[config.mk]
export PLATFORM = sky130hd
export DESIGN_NAME = lbus_region_dec
export DESIGN_NICKNAME = d
export VERILOG_FILES = /design/src/rtl/lbus_dec_pkg.sv /design/src/rtl/lbus_tgt_decode.sv /design/src/rtl/lbus_pal_ram.sv /design/src/rtl/lbus_boot_rom.sv /design/src/rtl/lbus_region_dec.sv
export SDC_FILE = /design/constraint.sdc
export NUM_CORES = 2
export LEC_CHECK = 0
export BUFFER_PORTS_ARGS = -buffer_cell sky130_fd_sc_hd__buf_2
export CAP_MARGIN = 40
export CORE_UTILIZATION = 50
export DETAILED_ROUTE_END_ITERATION = 8
export PLACE_DENSITY = 0.65
export SYNTH_ARGS = -nofsm -noshare
export SYNTH_HDL_FRONTEND = slang
export SYNTH_SLANG_ARGS = --single-unit
[constraint.sdc]
create_clock -name clk -period 7.1 [get_ports clk]
set_input_delay 1.42 -clock clk [delete_from_list [all_inputs] [get_ports clk]]
set_output_delay 1.42 -clock clk [all_outputs]
set_load 0.005 [all_outputs]
[src/rtl/lbus_dec_pkg.sv]
package lbus_dec_pkg;

    localparam int WORD_W = 16;
    localparam int BYTE_W = 8;

    typedef enum logic [2:0] {
        TGT_NONE,
        TGT_SREG,
        TGT_VDP,
        TGT_ROM,
        TGT_PAL
    } tgt_e;

    typedef enum logic [1:0] {
        S_IDLE,
        S_READ_RSP,
        S_WRITE_RSP
    } rsp_state_e;

    // Boot ROM content, computed from the word index and the bank number
    function automatic logic [WORD_W-1:0] rom_word(input logic bank, input logic [15:0] wx);
        logic [7:0] lo;
        logic [7:0] hi;
        lo = wx[7:0];
        hi = wx[15:8];
        if (bank)
            return {lo ^ hi ^ 8'hC3, lo + 8'h11};
        else
            return {lo ^ hi ^ 8'h3C, ~lo};
    endfunction

    // Byte lane steering: odd byte address -> low byte, even -> high byte
    function automatic logic [WORD_W-1:0] lane_pick(input logic wide, input logic a0,
                                                    input logic [WORD_W-1:0] word);
        if (wide)
            return word;
        else if (a0)
            return {{BYTE_W{1'b0}}, word[BYTE_W-1:0]};
        else
            return {{BYTE_W{1'b0}}, word[WORD_W-1:BYTE_W]};
    endfunction

endpackage

[src/rtl/lbus_tgt_decode.sv]
module lbus_tgt_decode
    import lbus_dec_pkg::*;
#(
    parameter int          AW        = 18,
    parameter int          ROM_BYTES = 1024,
    parameter logic [17:0] REG_MASK  = 18'h3FF00,
    parameter logic [17:0] SREG_BASE = 18'h04000,
    parameter logic [17:0] VDP_BASE  = 18'h04100,
    parameter logic [17:0] PAL_MASK  = 18'h3FE00,
    parameter logic [17:0] PAL_BASE  = 18'h04200
) (
    input  logic [AW-1:0] addr,
    input  logic          write,
    input  logic          wide,
    output tgt_e          tgt
);

    logic hit_sreg, hit_vdp, hit_rom, hit_pal;

    always_comb begin
        hit_sreg = (addr & AW'(REG_MASK)) == AW'(SREG_BASE);
        hit_vdp  = (addr & AW'(REG_MASK)) == AW'(VDP_BASE);
        hit_rom  = addr < AW'(ROM_BYTES);
        hit_pal  = (addr & AW'(PAL_MASK)) == AW'(PAL_BASE);
    end

    // Fixed order: register file, video port, boot ROM, palette
    always_comb begin
        tgt = TGT_NONE;
        if (hit_sreg)
            tgt = TGT_SREG;
        else if (hit_vdp)
            tgt = TGT_VDP;
        else if (hit_rom)
            tgt = write ? TGT_NONE : TGT_ROM;
        else if (hit_pal)
            tgt = (write && !wide) ? TGT_NONE : TGT_PAL;
    end

endmodule

[src/rtl/lbus_pal_ram.sv]
module lbus_pal_ram #(
    parameter int ENTRIES = 256,
    parameter int DW      = 16,
    localparam int IW     = $clog2(ENTRIES)
) (
    input  logic          clk,
    input  logic          we,
    input  logic [IW-1:0] idx,
    input  logic [DW-1:0] wdata,
    output logic [DW-1:0] rdata
);

    logic [DW-1:0] mem [ENTRIES];

    always_ff @(posedge clk) begin
        if (we)
            mem[idx] <= wdata;
    end

    assign rdata = mem[idx];

endmodule

[src/rtl/lbus_boot_rom.sv]
module lbus_boot_rom
    import lbus_dec_pkg::*;
#(
    parameter int  ROM_BYTES = 1024,
    localparam int WIW       = $clog2(ROM_BYTES) - 1,
    localparam int BANKS     = 2
) (
    input  logic              cpu,
    input  logic [WIW-1:0]    widx,
    output logic [WORD_W-1:0] word
);

    logic [WORD_W-1:0] bank_word [BANKS];

    for (genvar b = 0; b < BANKS; b++) begin : g_bank
        assign bank_word[b] = rom_word(1'(b), 16'(widx));
    end

    assign word = bank_word[cpu];

endmodule

[src/rtl/lbus_region_dec.sv]
module lbus_region_dec
    import lbus_dec_pkg::*;
#(
    parameter int  AW          = 18,
    parameter int  ROM_BYTES   = 1024,
    parameter int  PAL_ENTRIES = 256,
    localparam int PORT_AW     = 8,
    localparam int PAL_IW      = $clog2(PAL_ENTRIES),
    localparam int ROM_WIW     = $clog2(ROM_BYTES) - 1
) (
    input  logic               clk,
    input  logic               rst_n,
    input  logic               req_valid,
    input  logic               req_write,
    input  logic               req_wide,
    input  logic               req_cpu,
    input  logic [AW-1:0]      req_addr,
    input  logic [WORD_W-1:0]  req_wdata,
    input  logic               pal_dirty_clr,
    input  logic [WORD_W-1:0]  sreg_rdata,
    input  logic [WORD_W-1:0]  vdp_rdata,
    output logic               rd_valid,
    output logic [WORD_W-1:0]  rd_data,
    output logic               acc_unmapped,
    output logic               wr_irq_hint,
    output logic               pal_dirty,
    output logic               sreg_req,
    output logic               sreg_we,
    output logic               sreg_wide,
    output logic               sreg_cpu,
    output logic [PORT_AW-1:0] sreg_addr,
    output logic [WORD_W-1:0]  sreg_wdata,
    output logic               vdp_req,
    output logic               vdp_we,
    output logic               vdp_wide,
    output logic [PORT_AW-1:0] vdp_addr,
    output logic [WORD_W-1:0]  vdp_wdata
);

    tgt_e              tgt;
    rsp_state_e        state_q, state_d;
    logic [WORD_W-1:0] pal_word, rom_out, raw_word;
    logic [WORD_W-1:0] rdata_q;
    logic              miss_q, irq_q, dirty_q;
    logic              pal_we;

    lbus_tgt_decode #(
        .AW        (AW),
        .ROM_BYTES (ROM_BYTES)
    ) u_decode (
        .addr  (req_addr),
        .write (req_write),
        .wide  (req_wide),
        .tgt   (tgt)
    );

    assign pal_we = req_valid && req_write && (tgt == TGT_PAL);

    lbus_pal_ram #(
        .ENTRIES (PAL_ENTRIES),
        .DW      (WORD_W)
    ) u_pal (
        .clk   (clk),
        .we    (pal_we),
        .idx   (req_addr[PAL_IW:1]),
        .wdata (req_wdata),
        .rdata (pal_word)
    );

    lbus_boot_rom #(
        .ROM_BYTES (ROM_BYTES)
    ) u_rom (
        .cpu  (req_cpu),
        .widx (req_addr[ROM_WIW:1]),
        .word (rom_out)
    );

    // External port strobes, valid in the request cycle
    always_comb begin
        sreg_req   = req_valid && (tgt == TGT_SREG);
        sreg_we    = req_write;
        sreg_wide  = req_wide;
        sreg_cpu   = req_cpu;
        sreg_addr  = req_addr[PORT_AW-1:0];
        sreg_wdata = req_wdata;
        vdp_req    = req_valid && (tgt == TGT_VDP);
        vdp_we     = req_write;
        vdp_wide   = req_wide;
        vdp_addr   = req_addr[PORT_AW-1:0];
        vdp_wdata  = req_wdata;
    end

    always_comb begin
        unique case (tgt)
            TGT_SREG: raw_word = sreg_rdata;
            TGT_VDP:  raw_word = vdp_rdata;
            TGT_ROM:  raw_word = rom_out;
            TGT_PAL:  raw_word = pal_word;
            default:  raw_word = '0;
        endcase
    end

    // Next-state: rd_accept, wr_accept, drain
    always_comb begin
        unique case (state_q)
            S_IDLE, S_READ_RSP, S_WRITE_RSP: begin
                if (req_valid)
                    state_d = req_write ? S_WRITE_RSP : S_READ_RSP;
                else
                    state_d = S_IDLE;
            end
            default: state_d = S_IDLE;
        endcase
    end

    // State register
    always_ff @(posedge clk or negedge rst_n) begin
        if (!rst_n)
            state_q <= S_IDLE;
        else
            state_q <= state_d;
    end

    // Result capture
    always_ff @(posedge clk or negedge rst_n) begin
        if (!rst_n) begin
            rdata_q <= '0;
            miss_q  <= 1'b0;
            irq_q   <= 1'b0;
            dirty_q <= 1'b0;
        end else begin
            if (req_valid) begin
                rdata_q <= lane_pick(req_wide, req_addr[0], raw_word);
                miss_q  <= (tgt == TGT_NONE);
                irq_q   <= req_write && (tgt == TGT_SREG);
            end
            if (pal_we)
                dirty_q <= 1'b1;
            else if (pal_dirty_clr)
                dirty_q <= 1'b0;
        end
    end

    // Outputs per state
    always_comb begin
        rd_valid     = 1'b0;
        rd_data      = '0;
        acc_unmapped = 1'b0;
        wr_irq_hint  = 1'b0;
        unique case (state_q)
            S_IDLE: ;
            S_READ_RSP: begin
                rd_valid     = 1'b1;
                rd_data      = rdata_q;
                acc_unmapped = miss_q;
            end
            S_WRITE_RSP: begin
                acc_unmapped = miss_q;
                wr_irq_hint  = irq_q;
            end
            default: ;
        endcase
    end

    assign pal_dirty = dirty_q;

endmodule

==> out/qor.csv <==
metric,value,unit
outcome,completed,
clk root buf,clkbuf_16,
FF-to-FF setup slack,3370,ps
worst max-slew margin expressed relative to the limit,26.5,%
register share of total power,52.8,%
number of enable-type register cells in the synthesized netlist,4096,
Avg Inst Size Synth,21.8,µm²
first-pass GRT wire length,671,mm
predominant post-synthesis flop cell,edfxtp_1,
number of buffers added for setup after CTS,0,
net count reported at finish,8080,
Starting Density,50.3,%
clock tree from TritonCTS,done,
DRC Markers,0,
Min-Delay Path Class,in2async,
I/O Buffers,147,
Detailed Routing Iterations Pass 1,9,
P per Cell Area,278,nW/µm²
number of gates resized after cts,0,
actual slew at the worst max-slew pin,1100,ps
largest driver fanout on the critical path,56,
Avg Vias per Cell,6.73,
sort of element at the end of the critical path,flip-flop,
Util after Layout,57.3,%
critical path launch point,req_addr[1],
Chip Width,568,µm
maximum operating frequency,0.197,GHz
power share of the combinational group,5.3,%
"Period Utilization, post-route",71.5,%
destination of the worst register-to-register timing path,rdata_q[5],
footprint of the flip-flops and latches,124000,µm²
GRT Overall Usage,30.2,%
Worst Reg-to-Reg Cells,9,
end point of the critical path,rdata_q[4],
distinct cell type count after synthesis,83,
number of synthesized register bits,4117,
maximum level of the CTS H-tree,5,
count of routing violations after the opening detailed-route iteration,14400,
proportion of layout cells with a drive suffix above 1,29.0,%
Synth Net Count,7424,
post-synthesis cell count,7344,
standard-cell row count,207,
Critical R2R Launch,u_pal.mem[235][13],
GPL Wtd Cong,0.959,
clock transition at the registers of the reported paths,60,ps
area of combinational cells with multiple inputs,33700,µm²
sequential cell area fraction in the yosys report,77.1,%
VDD IR-drop max,0.242,mV
Critical Path Max Stage Delay,770,ps
cell leakage power,57.8,nW
maximum number of pins on one net before global-route repair,173,
number of violations of the max-capacitance limit,0,
worst hold-check slack,450,ps
Routed WL,490,mm
number of buffer and inverter instances along the worst setup path,5,
wire length per cell after detailed routing,39.2,µm
"Max stage delay cell, worst path",nor3_1,
TritonCTS Buffers,410,
Clk pwr share,42.0,%
share of the synthesized area in the top cell type,76.8,%
number of standard cells in the final layout excluding fillers,12500,
cell type with the largest total area after synthesis,edfxtp_1,
RSZ-0062 raised after global routing,false,
Final Max Tran Viols,0,
final-layout fill cell count,22700,
Yosys warning total,0,
number of buffers inserted by hold repair at cts,0,
"Async S/R FF share, synth",0.510,%
TritonCTS sink count,4117,
Cell Count Post-Placement,11800,
switch share,21.8,%
number of failing setup endpoints in the final timing report,0,
Critical Path Start Type,primary input,
post-layout minimum cycle time,5070,ps
worst endpoint required time,7970,ps
via count of the first global-routing pass,81000,
ranking of synthesized cells by area,"edfxtp_1 (77%), mux4_2 (13%), mux2i_1 (1.9%), nor2_1 (0.87%), a22oi_1 (0.72%)",
most frequent cell on the critical path,buf_4,
type of the setup path with the least slack,in2reg,
area of the die,323000,µm²
total negative slack for setup checks,0,ps
setup skew after layout,95.9,ps
Longest Clk Path Bufs,4,
sum of net half-perimeters after detailed placement,315,mm
Fin. Hold Viols,0,
cell depth of the worst setup path,13,
area of the mapped netlist,160000,µm²
arrival time at the worst endpoint,5940,ps
initial antenna violation count,40,
clock latency on the worst-skew pair,1000,ps
critical path cell sequence,"buf_12, buf_12, buf_4, buf_4, mux4_2, a22o_1, a221oi_1, buf_4, o22ai_1, nor3_1, nor4_1, o311ai_1, nand3_1",
remaining global-route overflow,0,
area inside the core boundary,318000,µm²
synthesis-to-layout area growth,13.9,%
family of cells with the greatest summed delay on the critical path,buffers and inverters,
top-level port count,148,
sw power,0.0110,W
residual antenna-violating net count after detailed routing,0,
vertical die dimension,568,µm
internal power of the cells,0.0396,W
total number of vias,84300,
[cells in the mapped netlist, drive strengths merged, types with 4 or more instances]
cell type  number
nand2         105
nand3          64
or3            14
o21ai          61
buf           346
a221oi         42
and2           25
nor2          370
mux4          953
o32ai           4
or4             7
a41o            4
a21oi          84
o31ai           4
inv            20
mux2i         308
or2            11
xnor2           9
o311ai          5
xor2            5
nor4           16
clkbuf        149
nand4b          4
o2111ai         4
and3            9
mux2           18
o221ai         19
a211oi         45
nand4          20
a22o           34
edfxtp       4096
a22oi         153
o211ai         12
a31oi          19
ha              7
o22ai          95
dfrtp          21
a311oi          8
nand2b         17
nor4b           4
nor3           61
a2111oi        16
nor2b          27
[cell families (layout without fill, tap and decap cells)]
kind of cell,Yosys count,count (layout),synth area share [%]
AOI/OAI and AO/OA,639,639,2.83
adders and majority gates,7,7,0.0547
buffers and inverters,516,1494,2.17
muxes,1279,1279,15.5
DFF,4117,4117,77.1
other,0,17,0
and+or+nand+nor,772,772,2.23
xor gates and xnor gates,14,14,0.0765
[worst min-delay path by stage]
stage / depth (start not counted) / end
6_report: 1 / state_q[1]
5_1_grt: 1 / state_q[1]
4_1_cts: 1 / rdata_q[15]
3_5_place_dp: 2 / miss_q
3_3_place_gp: 2 / irq_q
2_1_floorplan: 2 / rdata_q[4]
[per-stage QoR]
| stage | total power [W] | setup WS, ps | instance area, µm² |
|---|---|---|---|
| 4_1_cts | 0.0507 | 2180 | 182000 |
| 2_1_floorplan | 0.0285 | 2530 | 160000 |
| 5_1_grt | 0.0517 | 2120 | 182000 |
| 3_3_place_gp | 0.0298 | 860 | 167000 |
| 3_5_place_dp | 0.0299 | 1180 | 169000 |
| 6_report | 0.0506 | 2030 | 182000 |
[flip-flops by register name, summed over array words and instances, names as in the netlist]
signal and count:
pal_dirty 1, miss_q 1, state_q 2, u_pal.mem 4096, irq_q 1, rdata_q 16
[power by group through the flow]
stage | Sequential (W) | Clock [W] | Combinational [W]
2_1_floorplan | 0.0272 | 0 | 0.00127
3_5_place_dp | 0.0272 | 0 | 0.00261
6_report | 0.0267 | 0.0212 | 0.00266
3_3_place_gp | 0.0272 | 0 | 0.00255
4_1_cts | 0.0267 | 0.0214 | 0.00261
5_1_grt | 0.0267 | 0.0223 | 0.00271
[metal layers]
layer	wire, µm	track usage (%)
met5	117	0
met4	30100	15.6
met3	62900	8.14
met2	219000	44.4
met1	178000	41.7
[layout by cell type, fill, tap and decap left out, types with 94 or more instances in the layout]
cell and instances:
edfxtp_1 4096, clkbuf_16 418, buf_2 143, mux2i_1 308, o22ai_1 95, nor2_2 137
buf_4 415, buf_8 97, clkbuf_1 94, a22oi_1 153, nand2_1 105, nor2_1 227
mux4_2 922, clkinv_1 97
[layout make-up]
class | count | area share (%)
flip-flops and latches | 4117 | 67.7
repair buffers | 739 | 3.74
clock buffers | 512 | 5.93
well taps | 4180 | 2.87
diodes | 17 | 0.0233
multi-input cells | 2711 | 18.5
inverters | 21 | 0.0439
clock inverters | 222 | 1.23
[worst reg2reg max path: stages, from the launching register on]
cell      delay (ps)
edfxtp_1         370
mux4_2           500
a22o_1           260
a221oi_1         630
o22ai_1          460
nor4_1           600
buf_2            270
nor3_1           100
a21oi_1          300
a311oi_1         140
Power figures use the tool's default switching activity.
